## src/rtl/busclk_pkg.sv

```systemverilog
// Shared definitions for the bus clock divider.
// Assumes the divide strap is two bits wide and the largest ratio is 4.
package busclk_pkg;

    localparam int MAX_RATIO = 4;
    localparam int PH_W      = $clog2(MAX_RATIO);

    typedef enum logic [1:0] {
        DIV_BY4  = 2'b00,
        DIV_RSVD = 2'b01,
        DIV_BY2  = 2'b10,
        DIV_BY3  = 2'b11
    } div_code_e;

    // Maps a strap code to the processor cycles per bus cycle; reserved falls back to 4.
    function automatic logic [2:0] ratio_of(input logic [1:0] code);
        case (code)
            DIV_BY2: ratio_of = 3'd2;
            DIV_BY3: ratio_of = 3'd3;
            default: ratio_of = 3'd4;
        endcase
    endfunction

endpackage

```

## src/rtl/strap_latch.sv

```systemverilog
// Captures the divide and frequency-range straps from the data pins while
// reset is low and holds them afterwards. Assumes data_i is stable around
// the last clock edge that sees reset low.
module strap_latch
    import busclk_pkg::*;
#(
    parameter int DATA_W   = 32,
    parameter int DIV_LSB  = 0,
    parameter int FREQ_LSB = 2
) (
    input  logic              clk,
    input  logic              rst_n,
    input  logic [DATA_W-1:0] data_i,
    output logic [1:0]        div_code,
    output logic [1:0]        freq_code,
    output logic              cfg_err,
    output logic [2:0]        ratio
);

    // Sample both strap fields on every edge while reset is low.
    always_ff @(posedge clk) begin
        if (!rst_n) begin
            div_code  <= data_i[DIV_LSB +: 2];
            freq_code <= data_i[FREQ_LSB +: 2];
            cfg_err   <= (data_i[DIV_LSB +: 2] == DIV_RSVD);
        end
    end

    // Translate the held code into a ratio.
    always_comb ratio = ratio_of(div_code);


    strap_hold_chk: assert property (@(posedge clk) disable iff (!rst_n)
        rst_n |=> ($stable(div_code) && $stable(freq_code)));

endmodule

```

## src/rtl/bclk_div.sv

```systemverilog
// Phase counter that produces the bus clock and its rising-edge pulse.
// Assumes the ratio is 2, 3 or 4 and does not change once reset is released.
// The high time is ratio/2 processor cycles, which gives 50% duty for even
// ratios and 1 high / 2 low for ratio 3.
module bclk_div
    import busclk_pkg::*;
(
    input  logic       clk,
    input  logic       rst_n,
    input  logic [2:0] ratio,
    output logic       bclk,
    output logic       rise,
    output logic       rise_next
);

    logic [PH_W-1:0] ph;
    logic [PH_W-1:0] ph_next;

    // Next phase, wrapping at ratio-1; a reset phase of max always wraps to 0.
    always_comb begin
        if ({1'b0, ph} >= ratio - 3'd1) ph_next = '0;
        else                            ph_next = ph + 1'b1;
        rise_next = (ph_next == '0);
    end

    // Advance the phase and register the bus clock and its edge pulse.
    always_ff @(posedge clk) begin
        if (!rst_n) begin
            ph   <= '1;
            bclk <= 1'b0;
            rise <= 1'b0;
        end else begin
            ph   <= ph_next;
            bclk <= ({1'b0, ph_next} < (ratio >> 1));
            rise <= rise_next;
        end
    end


    bclk_low_in_reset_chk: assert property (@(posedge clk)
        !rst_n |=> !bclk);


    rise_on_edge_chk: assert property (@(posedge clk) disable iff (!rst_n)
        rise |-> (bclk && !$past(bclk)));


    rise_single_chk: assert property (@(posedge clk) disable iff (!rst_n)
        rise |=> !rise);


    div3_shape_chk: assert property (@(posedge clk) disable iff (!rst_n)
        (ratio == 3'd3 && bclk) |=> !bclk);

endmodule

```

## src/rtl/prst_stretch.sv

```systemverilog
// Holds the peripheral reset low for RST_CYC bus-clock cycles after release.
// It counts bus-clock rising edges and releases at the next rising edge.
// Assumes rise_next marks the processor edge at which each bus cycle begins.
module prst_stretch #(
    parameter int RST_CYC = 16
) (
    input  logic clk,
    input  logic rst_n,
    input  logic rise_next,
    output logic prst_n
);

    localparam int CNT_W = $clog2(RST_CYC + 1);

    logic [CNT_W-1:0] cnt;

    // Count bus-cycle starts and release once RST_CYC full cycles have passed.
    always_ff @(posedge clk) begin
        if (!rst_n) begin
            cnt    <= '0;
            prst_n <= 1'b0;
        end else if (rise_next && !prst_n) begin
            if (cnt == CNT_W'(RST_CYC)) prst_n <= 1'b1;
            else                        cnt    <= cnt + 1'b1;
        end
    end


    prst_in_reset_chk: assert property (@(posedge clk)
        !rst_n |=> !prst_n);


    prst_sticky_chk: assert property (@(posedge clk) disable iff (!rst_n)
        prst_n |=> prst_n);

endmodule

```

## src/rtl/busclk_gen.sv

```systemverilog
// Top of the reset-strapped bus clock divider. Latches the straps, divides
// the processor clock, stretches the peripheral reset and forwards an
// inverted processor clock as the status clock. Assumes rst_in_n is
// synchronous to pclk_i.
module busclk_gen
    import busclk_pkg::*;
#(
    parameter int DATA_W   = 32,
    parameter int DIV_LSB  = 0,
    parameter int FREQ_LSB = 2,
    parameter int RST_CYC  = 16
) (
    input  logic              pclk_i,
    input  logic              rst_in_n,
    input  logic [DATA_W-1:0] data_i,
    output logic              bclk_o,
    output logic              bclk_rise_o,
    output logic              stclk_o,
    output logic              prst_n_o,
    output logic [1:0]        div_code_o,
    output logic [1:0]        freq_code_o,
    output logic              cfg_err_o
);

    logic [2:0] ratio;
    logic       rise_next;

    strap_latch #(
        .DATA_W  (DATA_W),
        .DIV_LSB (DIV_LSB),
        .FREQ_LSB(FREQ_LSB)
    ) u_strap (
        .clk      (pclk_i),
        .rst_n    (rst_in_n),
        .data_i   (data_i),
        .div_code (div_code_o),
        .freq_code(freq_code_o),
        .cfg_err  (cfg_err_o),
        .ratio    (ratio)
    );

    bclk_div u_div (
        .clk      (pclk_i),
        .rst_n    (rst_in_n),
        .ratio    (ratio),
        .bclk     (bclk_o),
        .rise     (bclk_rise_o),
        .rise_next(rise_next)
    );

    prst_stretch #(
        .RST_CYC(RST_CYC)
    ) u_prst (
        .clk      (pclk_i),
        .rst_n    (rst_in_n),
        .rise_next(rise_next),
        .prst_n   (prst_n_o)
    );

    // Status clock: processor clock delayed by half a cycle through inversion.
    assign stclk_o = ~pclk_i;


    err_falls_back_chk: assert property (@(posedge pclk_i) disable iff (!rst_in_n)
        cfg_err_o |-> (ratio == 3'd4));

endmodule

```

## config.mk

```make
export PLATFORM = sky130hd
export DESIGN_NAME = busclk_gen
export DESIGN_NICKNAME = d
export VERILOG_FILES = /design/src/rtl/busclk_pkg.sv /design/src/rtl/strap_latch.sv /design/src/rtl/bclk_div.sv /design/src/rtl/prst_stretch.sv /design/src/rtl/busclk_gen.sv
export SDC_FILE = /design/constraint.sdc
export NUM_CORES = 1
export LEC_CHECK = 0
export BUFFER_PORTS_ARGS = -buffer_cell sky130_fd_sc_hd__buf_2
export CORE_MARGIN = 2
export CORE_UTILIZATION = 38
export DETAILED_ROUTE_END_ITERATION = 16
export PLACE_DENSITY = 0.74
export SETUP_SLACK_MARGIN = 0.1
export SLEW_MARGIN = 0
export SYNTH_ARGS = -nofsm -noshare
export SYNTH_HDL_FRONTEND = slang
export SYNTH_HIERARCHICAL = 1
export SYNTH_SLANG_ARGS = --single-unit
export TNS_END_PERCENT = 30
```

## constraint.sdc

```tcl
create_clock -name pclk_i -period 2.1 [get_ports pclk_i]
set_clock_uncertainty 0.15 [all_clocks]
set_input_delay 0.105 -clock pclk_i [delete_from_list [all_inputs] [get_ports pclk_i]]
set_output_delay 0.105 -clock pclk_i [all_outputs]
set_load 0.005 [all_outputs]
```

-- Word level (Yosys, flattened, before mapping)
Cells that the tools add are included.
- add/subtract/negate cells: 3
- magnitude comparators: 2
- equality and inequality tests: 4
- mux-type cells: 2
- bitwise logic cells: 2
- reduce and logical (&&, ||, !) cells: 5
- operators with widths (cell ; count):
    $pmux 3 s2 ; 1
    $add 5x1->5 const B ; 1
    $eq 5x5->1 const B ; 1
    $eq 2x2->1 const B ; 2
    $reduce_and 2->1 ; 2
    $ge 2x3->1 ; 1
    $sub 3x1->3 const B ; 1
    $add 2x1->2 const B ; 1
    $eq 2x1->1 const B ; 1
    $logic_not 2->1 ; 1
    $lt 2x2->1 ; 1
    $mux 2 ; 1
    $not 1->1 ; 2
    $logic_and 1x1->1 ; 1
    $logic_not 1->1 ; 1
- bits in registers: 15
- bits of input ports: 34
- output and inout port bits: 9
- logic and storage cells: 26

-- Longest topological paths before layout
- depth in word-level cells: 8
- depth in mapped cells: 9
- gate-level depth less buffers: 9

-- Modules after synthesis
Netlist, hierarchy kept.
- modules (own cells, without submodules) (module ; times used ; cells an instance ; area each (µm²) ; sequential area each (µm²)):
    prst_stretch ; 1 ; 34 ; 312.8 ; 120.1
    bclk_div ; 1 ; 30 ; 260.2 ; 80.1
    strap_latch ; 1 ; 10 ; 173.9 ; 150.1
    busclk_gen ; 1 ; 1 ; 3.8 ; 0.0

==> impl_metrics.toml <==
[clock_network]
clockBufferDepth = 2
path_clk_slew_ns = 0.10
cts-root-buf = "clkbuf_4"
htreeDepth = 1
clock_latency_ns = 0.29
cts-buffers-inserted = 3
cts_tree = "built"

[drt]
drt_iter0_drc = 11
firstDrtPassIters = 4
viasPerCell = 4.66
wire_per_inst_um = 11.5
antenna_left = 0
wl_um = 1510
remaining_drc_errors = 0
num_vias = 610

[layout]
antenna_cells = 0
fillCellCount = 159
regArea_um2 = 350
area_growth_pct = 42.0
multi_input_area_um2 = 428
nets = 145
drive_gt1_frac = 0.375
stdcell_count = 131
postLayoutCoreUtil = 0.561

[synthesis]
synth.ff_latch_count = 15
ys_warn_count = 6
synth_nets = 115
synthTopCellsByArea = "dfxtp_1 (27%), edfxtp_1 (20%), ha_1 (10%), inv_1 (5.0%), mux2i_1 (4.0%)"
synth_cell_types = 30
synthCells = 75
synth_top_cell_by_area = "dfxtp_1"
syn_area_um2 = 751
yosysTopAreaCellShare = 0.267
synth_seq_area_share = 0.467
avgSynthCellArea_um2 = 10.0

[timing]
hold_slack_ns = 0.0480
slew_viol_final = 0
finalSetupViolCount = 4
post-route-min-period_ns = 2.24
max_slew_margin = 0.789
worst_slack_ns = -0.142
fin_tns_setup_ns = -0.218
finalHoldViolCount = 0
rsz0062_at_grt = "yes"
finalCritPeriodShare = 1.07
worstMarginPinSlew_ns = 0.316
max_freq_mhz = 446

[die]
row_count = 16
initial_core_util = 0.395
die_x_um = 48.4
chipHeight_um = 48.4
pin_count = 43
design.die.area_um2 = 2350
core_um2 = 1900

[placed_design]
dp_cells = 119
port_buffers = 14
place_congestion = 0.792
place_hpwl_um = 1000

[setup_path]
critical_path_buf_inv_count = 2
startpoint_type = "flip-flop"
crit_slowest_cell = "edfxtp_1"
required_ns = 2.17
worstPathCellList = "buf_4 > inv_2 > ha_4 > ha_4 > a21o_1 > a21oi_2 > ha_1 > a211o_1 > o21ai_1"
worst_setup_path_end_kind = "flip-flop"
worst_path_largest_cell_delay_ns = 0.44
cp_common_cell = "ha_4"
cp_max_fo = 3
path_delay_family = "adder cells"
arrival_ns = 2.32
critical_path_class = "reg2reg"

[min_path]
hold_path_class = "in2reg"

[grt]
grt_start_max_net_pins = 17
grt.total_usage = 0.132
antenna_found_initial = 0
grt_pass1_wl_um = 2410
overflow = 0
grt_pass1_vias = 606

[power_and_ir_drop]
peakVddDrop_v = 0.000571
power_leakage_nw = 0.487
powerDensity_nw_per_um2 = 1120

[job]
drv_cap = 0

[outcome]
outcome = "finished with violations"
violations = "setup timing"
## stage by stage
step                power (mW)  setup slack (ns)  instance area [µm²]
finish                    1.19            -0.142                 1070
global route              1.28            -0.201                 1070
CTS                       1.12           -0.0735                 1020
detailed placement       0.887            -0.129                  926
global placement         0.861           -0.0403                  926
floorplan                0.729            0.0138                  792
## final timing paths
| kind | from | endpoint | slack [ns] | cells after the start |
|---|---|---|---|---|
| worst max-delay path | u_strap/div_code[1] | u_div/bclk | -0.14 | 9 |
| worst min-delay path | rst_in_n | u_prst/cnt[2] | 0.05 | 3 |
| worst max register to register | u_strap/div_code[1] | u_div/bclk | -0.14 | 9 |
| worst min register to register | u_prst/cnt[4] | u_prst/cnt[4] | 0.33 | 2 |
## state kept, by name, summed over array words and instances (netlist names)
register / count
u_div/bclk: 1
u_div/ph: 2
u_div/rise: 1
u_prst/cnt: 5
u_prst/prst_n: 1
u_strap/cfg_err: 1
u_strap/div_code: 2
u_strap/freq_code: 2
## synthesized netlist by cell type
| master | instances |
|---|---|
| dfxtp_1 | 10 |
| inv_1 | 10 |
| nand2_1 | 7 |
| ha_1 | 6 |
| edfxtp_1 | 5 |
| a21oi_1 | 4 |
| mux2i_1 | 3 |
| a22oi_1 | 2 |
| and2_1 | 2 |
| nand2b_1 | 2 |
| nand3_1 | 2 |
| nor2b_1 | 2 |
| o21ai_1 | 2 |
| xnor2_1 | 2 |
| a211o_1 | 1 |
| a21boi_1 | 1 |
| a21o_1 | 1 |
| a221oi_1 | 1 |
| and3b_1 | 1 |
| and4bb_1 | 1 |
| buf_1 | 1 |
| clkbuf_1 | 1 |
| nand2b_4 | 1 |
| nand4b_1 | 1 |
| nand4bb_1 | 1 |
| nor2_1 | 1 |
| nor2_2 | 1 |
| nor3_1 | 1 |
| o21ai_0 | 1 |
| or3_1 | 1 |
## repair_timing
action	in CTS	in global routing
pin swaps	0	3
resized for setup	3	6
hold buffers	4	0
setup buffers	1	3
hold endpoints to repair	5	0
setup endpoints to repair	6	7
## layout by cell type (no fill, tap or decap), types with 3 or more instances in the layout
| master | instances |
|---|---|
| buf_2 | 14 |
| buf_4 | 9 |
| clkbuf_4 | 3 |
| dfxtp_1 | 10 |
| dlygate4sd3_1 | 4 |
| edfxtp_1 | 5 |
| ha_1 | 4 |
| inv_1 | 8 |
| mux2i_1 | 3 |
| nand2_1 | 7 |
| o21ai_1 | 3 |
## metal layers
metal / vias to the layer above / GRT usage / wire, µm
met5: - / 0 / 0
met3: 2 / 0.0278 / 38
met1: 279 / 0.153 / 644
met2: 13 / 0.229 / 816
met4: 0 / 0.0667 / 8
li1: 316 / - / -
## worst reg2reg max path: stages (launching register included)
cell	delay [ns]
edfxtp_1	0.44
buf_4	0.17
inv_2	0.06
ha_4	0.20
ha_4	0.23
a21o_1	0.18
a21oi_2	0.17
ha_1	0.25
a211o_1	0.25
o21ai_1	0.08
## where the power goes
| group | internal, mW | switching, mW | leakage, nW |
|---|---|---|---|
| registers | 0.361 | 0.0549 | 0.131 |
| clock network | 0.121 | 0.113 | 0.0303 |
| logic | 0.292 | 0.251 | 0.326 |
| total | 0.774 | 0.419 | 0.487 |
## cell type report
type | count | share of cell area
inverters | 9 | 0.0340
flip-flops and latches | 15 | 0.329
repair buffers | 26 | 0.162
clock buffers | 5 | 0.0387
clock inverters | 1 | 0.00352
multi-input cells | 48 | 0.401
well taps | 27 | 0.0317
## logic make-up (layout without fill, tap and decap cells)
| kind of cell | after synthesis | count (layout) | share of synthesized area |
|---|---|---|---|
| AO/OA/AOI/OAI | 13 | 13 | 0.110 |
| adder cells (fa/ha/maj) | 6 | 6 | 0.100 |
| buffers and inverters | 12 | 41 | 0.0600 |
| AND/OR/NAND/NOR | 24 | 24 | 0.200 |
| flip-flops | 15 | 15 | 0.467 |
| multiplexers | 3 | 3 | 0.0400 |
| XOR/XNOR | 2 | 2 | 0.0233 |
No activity file was read; power rests on OpenSTA's default activity.
